**src/rtl/ser_ldr_pkg.sv**
```systemverilog
package ser_ldr_pkg;

    localparam int WORD_W  = 24;
    localparam int CTRL_W  = 2;
    localparam int PAY_W   = WORD_W - CTRL_W;
    localparam int N_DEST  = 1 << CTRL_W;

    typedef enum logic [CTRL_W-1:0] {
        DST_REF  = 2'd0,
        DST_FB   = 2'd1,
        DST_FUNC = 2'd2,
        DST_INIT = 2'd3
    } dest_e;

    // Control code sits in the last bits shifted, i.e. the LSBs
    typedef struct packed {
        logic [PAY_W-1:0] payload;
        dest_e            dest;
    } word_t;

    typedef struct packed {
        logic sclk;
        logic sdata;
        logic load;
    } pins_t;

    localparam int PIN_W = $bits(pins_t);

    // Which holding registers a given code writes
    function automatic logic [N_DEST-1:0] dest_mask(input dest_e d);
        logic [N_DEST-1:0] m;
        m = '0;
        m[d] = 1'b1;
        if (d == DST_INIT) begin
            m[DST_FUNC] = 1'b1;
        end
        return m;
    endfunction

endpackage

```
**src/rtl/ser_ldr_sync.sv**
```systemverilog
module ser_ldr_sync #(
    parameter int W      = 3,
    parameter int STAGES = 2
) (
    input  logic         clk,
    input  logic         rst,
    input  logic [W-1:0] d_i,
    output logic [W-1:0] q_o
);
    logic [STAGES-1:0][W-1:0] chain_q;

    always_ff @(posedge clk) begin
        if (rst) begin
            chain_q <= '0;
        end else begin
            chain_q[0] <= d_i;
            for (int i = 1; i < STAGES; i++) begin
                chain_q[i] <= chain_q[i-1];
            end
        end
    end

    assign q_o = chain_q[STAGES-1];
endmodule

```
**src/rtl/ser_ldr_shift.sv**
```systemverilog
module ser_ldr_shift
    import ser_ldr_pkg::*;
(
    input  logic  clk,
    input  logic  rst,
    input  pins_t pins_i,
    output word_t word_o,
    output logic  load_o
);
    logic [WORD_W-1:0] sreg_q;
    logic              sclk_prev_q;
    logic              load_prev_q;
    logic              shift_en;

    assign shift_en = pins_i.sclk & ~sclk_prev_q;
    assign load_o   = pins_i.load & ~load_prev_q;

    always_ff @(posedge clk) begin
        if (rst) begin
            sreg_q      <= '0;
            sclk_prev_q <= 1'b0;
            load_prev_q <= 1'b0;
        end else begin
            sclk_prev_q <= pins_i.sclk;
            load_prev_q <= pins_i.load;
            if (shift_en) begin
                sreg_q <= {sreg_q[WORD_W-2:0], pins_i.sdata};
            end
        end
    end

    assign word_o = word_t'(sreg_q);
endmodule

```
**src/rtl/ser_ldr_bank.sv**
```systemverilog
module ser_ldr_bank
    import ser_ldr_pkg::*;
(
    input  logic                          clk,
    input  logic                          rst,
    input  word_t                         word_i,
    input  logic                          load_i,
    output logic [N_DEST-1:0][PAY_W-1:0]  regs_o,
    output logic [N_DEST-1:0]             upd_o,
    output logic                          clr_o
);
    logic [N_DEST-1:0] wr_en;

    assign wr_en = load_i ? dest_mask(word_i.dest) : '0;

    for (genvar g = 0; g < N_DEST; g++) begin : g_reg
        logic [PAY_W-1:0] val_q;
        logic             upd_q;
        always_ff @(posedge clk) begin
            if (rst) begin
                val_q <= '0;
                upd_q <= 1'b0;
            end else begin
                upd_q <= wr_en[g];
                if (wr_en[g]) begin
                    val_q <= word_i.payload;
                end
            end
        end
        assign regs_o[g] = val_q;
        assign upd_o[g]  = upd_q;
    end

    logic clr_q;
    always_ff @(posedge clk) begin
        if (rst) begin
            clr_q <= 1'b0;
        end else begin
            clr_q <= load_i && (word_i.dest == DST_INIT);
        end
    end
    assign clr_o = clr_q;
endmodule

```
**src/rtl/ser_ctrl_loader.sv**
```systemverilog
module ser_ctrl_loader
    import ser_ldr_pkg::*;
#(
    parameter int SYNC_STAGES = 2
) (
    input  logic             clk,
    input  logic             rst,
    input  logic             sclk_i,
    input  logic             sdata_i,
    input  logic             load_i,
    output logic [PAY_W-1:0] ref_word_o,
    output logic             ref_upd_o,
    output logic [PAY_W-1:0] fb_word_o,
    output logic             fb_upd_o,
    output logic [PAY_W-1:0] func_word_o,
    output logic             func_upd_o,
    output logic [PAY_W-1:0] init_word_o,
    output logic             init_upd_o,
    output logic             cnt_clr_o
);
    pins_t                        raw_pins;
    logic [PIN_W-1:0]             sync_bits;
    word_t                        cur_word;
    logic                         load_p;
    logic [N_DEST-1:0][PAY_W-1:0] regs;
    logic [N_DEST-1:0]            upd;

    assign raw_pins = '{sclk: sclk_i, sdata: sdata_i, load: load_i};

    ser_ldr_sync #(.W(PIN_W), .STAGES(SYNC_STAGES)) u_sync (
        .clk (clk),
        .rst (rst),
        .d_i (raw_pins),
        .q_o (sync_bits)
    );

    ser_ldr_shift u_shift (
        .clk    (clk),
        .rst    (rst),
        .pins_i (pins_t'(sync_bits)),
        .word_o (cur_word),
        .load_o (load_p)
    );

    ser_ldr_bank u_bank (
        .clk    (clk),
        .rst    (rst),
        .word_i (cur_word),
        .load_i (load_p),
        .regs_o (regs),
        .upd_o  (upd),
        .clr_o  (cnt_clr_o)
    );

    assign ref_word_o  = regs[DST_REF];
    assign fb_word_o   = regs[DST_FB];
    assign func_word_o = regs[DST_FUNC];
    assign init_word_o = regs[DST_INIT];
    assign ref_upd_o   = upd[DST_REF];
    assign fb_upd_o    = upd[DST_FB];
    assign func_upd_o  = upd[DST_FUNC];
    assign init_upd_o  = upd[DST_INIT];
endmodule

```
**config.mk**
```make
export PLATFORM = sky130hd
export DESIGN_NAME = ser_ctrl_loader
export DESIGN_NICKNAME = d
export VERILOG_FILES = /design/src/rtl/ser_ldr_pkg.sv /design/src/rtl/ser_ldr_sync.sv /design/src/rtl/ser_ldr_shift.sv /design/src/rtl/ser_ldr_bank.sv /design/src/rtl/ser_ctrl_loader.sv
export SDC_FILE = /design/constraint.sdc
export NUM_CORES = 1
export LEC_CHECK = 0
export BUFFER_PORTS_ARGS = -buffer_cell sky130_fd_sc_hd__buf_4
export CELL_PAD_IN_SITES_DETAIL_PLACEMENT = 1
export CELL_PAD_IN_SITES_GLOBAL_PLACEMENT = 1
export CORE_UTILIZATION = 42
export CTS_CLUSTER_DIAMETER = 60
export DETAILED_ROUTE_END_ITERATION = 12
export PLACE_DENSITY_LB_ADDON = 0.1
export SYNTH_ARGS = -nofsm -noshare
export SYNTH_HDL_FRONTEND = slang
export SYNTH_SLANG_ARGS = --single-unit
export TNS_END_PERCENT = 100
```
**constraint.sdc**
```tcl
create_clock -name clk -period 2.9 [get_ports clk]
set_input_delay 0.435 -clock clk [delete_from_list [all_inputs] [get_ports clk]]
set_output_delay 0.435 -clock clk [all_outputs]
set_load 0.01 [all_outputs]
```
---- Word level (Yosys, flattened, before mapping) ----
Index checks and enable logic that the tools add are counted.
word-level totals
  bits in read-only memories .............. 0
  register bits after elaboration ......... 125
  memories ................................ 0
  output and inout bits ................... 93
  bits in writable memories ............... 0
  latch bits .............................. 0
cells by class
  multiplexer cells ....................... 4
  divide/modulo/power cells ............... 0
  shifts and indexed selects .............. 0
  bitwise operators ....................... 4
  reduce and logical (&&, ||, !) cells .... 2
  $mul .................................... 0
  add/sub/neg operators ................... 0
  $lt $le $gt $ge ......................... 2
  equality and inequality tests ........... 1
operators with widths
  kind                                                  count
  two-way mux 4 bit                                     1
  < comparator 2 x 3 -> 1 bit (second input constant)   1
  bitwise AND 1 bit                                     2
  demux 1 bit (select 2 bit)                            1
  equality test 2 bit (second input constant)           1
  >= comparator 2 x 1 -> 1 bit (second input constant)  1
  logical AND 1 bit                                     2
  two-way mux 1 bit                                     2
  NOT 1 bit                                             2

---- Longest topological paths before layout ----
  depth after elaboration ................. 6
  gate-level depth with buffers ........... 6

---- By module ----
Synthesis repeated with hierarchy kept, for this count alone.
unflattened totals
  cell total of the unflattened synthesis .. 456
  area, all modules ....................... 4,932.2 um2
modules (own cells, without submodules)
  module         sequential area each (um2)  cells an instance  area an instance (um2)  instances
  ser_ldr_bank   1,841.8                     356                3,732.3                 1
  ser_ldr_shift  520.5                       85                 1,019.7                 1
  ser_ldr_sync   120.1                       15                 180.2                   1

---- Worst setup path after synthesis ----
Ideal clock, no wire load.
  path kind ............................... reg-to-reg
  from .................................... reg u_shift.sreg_q[1] (netlist: u_shift.word_o[1])
  to ...................................... reg u_bank.g_reg[0].val_q[10]
  arrival time ............................ 1.273 ns
  setup slack ............................. 1.495 ns
  clock period less this slack ............ 1.405 ns
  data required time ...................... 2.768 ns
  stages on the path, launching flop included .. 7
  setup time .............................. 0.132 ns
  cells stage by stage .................... dfxtp_1 > buf_6 > or4b_1 > buf_2 > buf_6 > nand2_1 > a21oi_1
on the way
  word-level cells in the longest chain between the ends .. 5
  elaborated cells between the ends (all ways) .. 6
RTL lines
  item                                                                                                      RTL line             RTL
  from (decl)                                                                                               ser_ldr_shift.sv:10  logic [WORD_W-1:0] sreg_q;
  from (signal assigned)                                                                                    ser_ldr_shift.sv:27  sreg_q <= {sreg_q[WORD_W-2:0], pins_i.sdata};
  < comparator 2 x 3 -> 1 bit (implied by the code) / >= comparator 2 x 1 -> 1 bit (equally long branches)  ser_ldr_pkg.sv:33    m[d] = 1'b1;
  logical AND 1 bit (implied by the code)                                                                   ser_ldr_pkg.sv:33
  two-way mux 1 bit (implied by the code)                                                                   ser_ldr_pkg.sv:33
  demux 1 bit (select 2 bit) (*)                                                                            -
  two-way mux 4 bit (*)                                                                                     ser_ldr_bank.sv:14   assign wr_en = load_i ? dest_mask(word_i.dest) : '0;
  to (signal assigned)                                                                                      ser_ldr_bank.sv:26   val_q <= word_i.payload;
  to (decl)                                                                                                 ser_ldr_bank.sv:17   logic [PAY_W-1:0] val_q;
Every way passes the cells marked *; elsewhere a longest branch is shown, timed or not.
A chain may end at the register's enable or synchronous reset.

---- Worst setup path in the final report ----
  from .................................... reg u_shift.sreg_q[0] (netlist: u_shift.word_o[0])
  to ...................................... reg u_bank.g_reg[1].val_q[19]
on the way
  word-level cells in the longest chain between the ends .. 5
  elaborated cells between the ends (all ways) .. 6
RTL lines
  item                                                                                                      RTL line
  < comparator 2 x 3 -> 1 bit (implied by the code) / >= comparator 2 x 1 -> 1 bit (equally long branches)  ser_ldr_pkg.sv:33
  logical AND 1 bit (implied by the code)                                                                   ser_ldr_pkg.sv:33
  two-way mux 1 bit (implied by the code)                                                                   ser_ldr_pkg.sv:33
  demux 1 bit (select 2 bit) (*)                                                                            -
  two-way mux 4 bit (*)                                                                                     ser_ldr_bank.sv:14
  to (signal assigned)                                                                                      ser_ldr_bank.sv:26
  to (decl)                                                                                                 ser_ldr_bank.sv:17
Marked as above.

==> summary.txt <==
Finish
  • ANT cells: 0
  • Register area: 2480 µm²
  • Fin nets: 565
  • Share of cells above drive strength 1: 0.232
  • Post-Layout Cell Count: 699
  • Final Util: 0.585
  • Commonest non-fill, non-tap cell in the layout: nand2_1
  • Final instance area: around 5500 µm²
  • Multi-input logic area: between 1000 and 1500 µm²
  • Synthesis-to-layout area growth: 32.6%
  • Commonest non-fill, non-tap cells in the layout: 180 x nand2_1, 124 x dfxtp_1, 103 x buf_4
  • Filler instances: between 1000 and 1500

Timing
  • Max Clock Freq: 515 MHz
  • Slew HR: 0.300
  • Final period util: 0.670
  • TNS Setup: 0 ps
  • Worst hold slack: 131 ps
  • RSZ-0062 raised after global routing: false
  • Clk_skew: 10.4 ps
  • Fin crit period: 1940 ps
  • Fin. Hold Viols: 0
  • Final setup viols: 0
  • Fin. max-slew vios: 0
  • Worst Tran Pin Value: around 1000 ps

Drt
  • Initial DRC count: 126
  • Post-route ant nets: 0
  • Final WL: 11500 µm
  • Vias: 3634
  • Routed vias/inst: 5.20
  • Post-route DRC: 0
  • Wire per inst: 16.4 µm
  • 1st-pass router iterations: 4

Synth
  • Sequential share of the synthesized area: 0.600
  • Ys Warns: 0
  • Distinct cells, synth: 19
  • Mapped Cells: around 470
  • #FFs+latches synth: approximately 120
  • Yosys top cell area share: 0.600
  • Post-Syn Area per Cell: 8.72 µm²
  • Top post-synthesis cells by area: dfxtp_1 60%, nand2_1 16%, a21oi_1 11%, a22o_1 4.7%, clkbuf_1 1.9%
  • Yosys top cell by area: dfxtp_1
  • Mapped cell area: ~4100 µm²
  • Post-synth net total: 479

Die
  • Initial Util: 0.441
  • Die Ht: a little over 100 µm
  • Die X: 101 µm
  • Cell Rows: 35
  • I/O pins: 98
  • Die footprint: slightly above 10000 µm²
  • Total core area: 9370 µm²

Critical path
  • FF-to-FF Start: u_shift.word_o[0]$_SDFFE_PP0P_
  • Critical Path Fanout Max: 23
  • CP bufs+invs: 0
  • CP endpoint kind: flip-flop
  • Crit path launch type: flip-flop
  • FF-to-FF path depth: 3
  • Crit path DAT: 2300 ps
  • Max stage delay cell, worst path: nand4bb_1
  • Worst-path cell chain: nand4bb_1, nand2_1, a21oi_1
  • Worst R2R Setup Slack: 960 ps
  • CP delay by family, top: simple AND/OR/NAND/NOR gates
  • Critical R2R Capture: u_bank.g_reg[1].val_q[19]$_SDFFE_PP0P_
  • Crit Path Class: flip-flop to flip-flop
  • Critical Path Max Stage Delay: around 870 ps
  • Critical Path RT: 3260 ps

Global route
  • Largest net degree at the start of global routing: 89
  • Vias in the first global route: 3592
  • Total GRT Usage: 0.236
  • Antenna violations before repair: 0
  • First-pass GRT wire length: 18300 µm
  • Congestion Overflow GR: 0

Placed design
  • GPL Wtd Cong: 0.702
  • Inst Count DP: 670
  • Port buffer count: 97
  • Placed Area: 4900 µm²
  • Placed wire-length estimate: between 7000 and 8000 µm

Power and ir drop
  • Leakage: roughly 2.1 nW
  • PD cells: 704 nW/µm²
  • VDD IR max: 0.414 mV

Clock network
  • H-tree depth: 4
  • Postcts setup bufs: 0
  • Worst-skew pair later-pin latency: 520 ps
  • CTS tree: done
  • CTS buffer count: 17
  • Post-CTS Hold Fix Bufs: 0
  • Root Driver: clkbuf_8
  • CTS resizes: 0
  • Clock slew at reported path FFs: approximately 50 ps
  • Clock sinks: 124
  • Max Buffers Root-to-Sink: 2

Worst hold path
  • Hold path depth: 2
  • Hold endpoint: u_sync.chain_q[1]$_SDFF_PP0_
  • Hold path startpoint: sdata_i
  • Hold WC Path Type: input port to flip-flop

Run
  • Max-Cap Viols: 0

Run status
  • Status: finished clean
power by group:
group          switching, mW  leakage [nW]  internal [mW]
clock network          0.724         0.279           1.36
logic                 0.0467         0.840         0.0128
registers            0.00350          1.00           1.71
registers in the layout, indices dropped and copies added (netlist names):
register / cells
u_sync.q_o: 3
u_bank.clr_o: 1
u_sync.chain_q: 3
u_shift.sclk_prev_q: 1
u_shift.word_o: 24
u_bank.g.upd_q: 3
u_shift.load_prev_q: 1
u_bank.g.val_q: 88
synthesized netlist by cell type:
library cell,number
a21oi_1,90
a22o_1,22
and4b_1,1
and4bb_2,1
buf_1,1
buf_2,10
buf_4,1
buf_6,3
clkbuf_1,21
dfxtp_1,124
nand2_1,180
nand2b_1,1
nand3b_1,1
nand4b_1,1
nand4bb_1,1
nor2_1,4
nor2b_1,10
nor4b_2,1
or4b_1,1
worst max-delay path by stage:
stage / start / to / slack (ps) / cells after the start
after floorplan: u_shift.word_o[1]$_SDFFE_PP0P_ / u_bank.g_reg[0].val_q[10]$_SDFFE_PP0P_ / 1490 / 6
after global placement: u_shift.word_o[0]$_SDFFE_PP0P_ / u_bank.g_reg[1].val_q[4]$_SDFFE_PP0P_ / 1060 / 3
after detailed placement: u_shift.word_o[0]$_SDFFE_PP0P_ / u_bank.g_reg[1].val_q[15]$_SDFFE_PP0P_ / 920 / 3
after CTS: u_shift.word_o[0]$_SDFFE_PP0P_ / u_bank.g_reg[1].val_q[12]$_SDFFE_PP0P_ / 900 / 3
after global routing: u_shift.word_o[0]$_SDFFE_PP0P_ / u_bank.g_reg[1].val_q[19]$_SDFFE_PP0P_ / 740 / 3
final: u_shift.word_o[0]$_SDFFE_PP0P_ / u_bank.g_reg[1].val_q[19]$_SDFFE_PP0P_ / 960 / 3
stage by stage:
stage               power, mW  setup slack, ps
finish                   3.86              957
global route             3.97              740
CTS                      3.88              896
detailed placement       1.81              919
global placement         1.81             1060
floorplan                1.79             1490
cell families (layout without fill, tap and decap cells):
| family | count (synthesis) | in the layout | share of synthesized area |
|---|---|---|---|
| simple gates | 202 | 202 | 0.202 |
| flops | 124 | 124 | 0.600 |
| buf+inv | 36 | 132 | 0.0421 |
| compound gates | 112 | 112 | 0.156 |
metal layers:
| layer | global-route usage | wire (µm) |
|---|---|---|
| met5 | 0 | 0 |
| met4 | 0.0959 | 140 |
| met3 | 0.0538 | 600 |
| met2 | 0.369 | 5440 |
| met1 | 0.316 | 5300 |
layout make-up:
| class | count | share of cell area |
|---|---|---|
| well taps | 129 | 0.0294 |
| multi-input cells | 314 | 0.271 |
| clock inverters | 7 | 0.0210 |
| repair buffers | 103 | 0.141 |
| flip-flops and latches | 124 | 0.453 |
| clock buffers | 22 | 0.0845 |
Power figures use the tool's default switching activity.
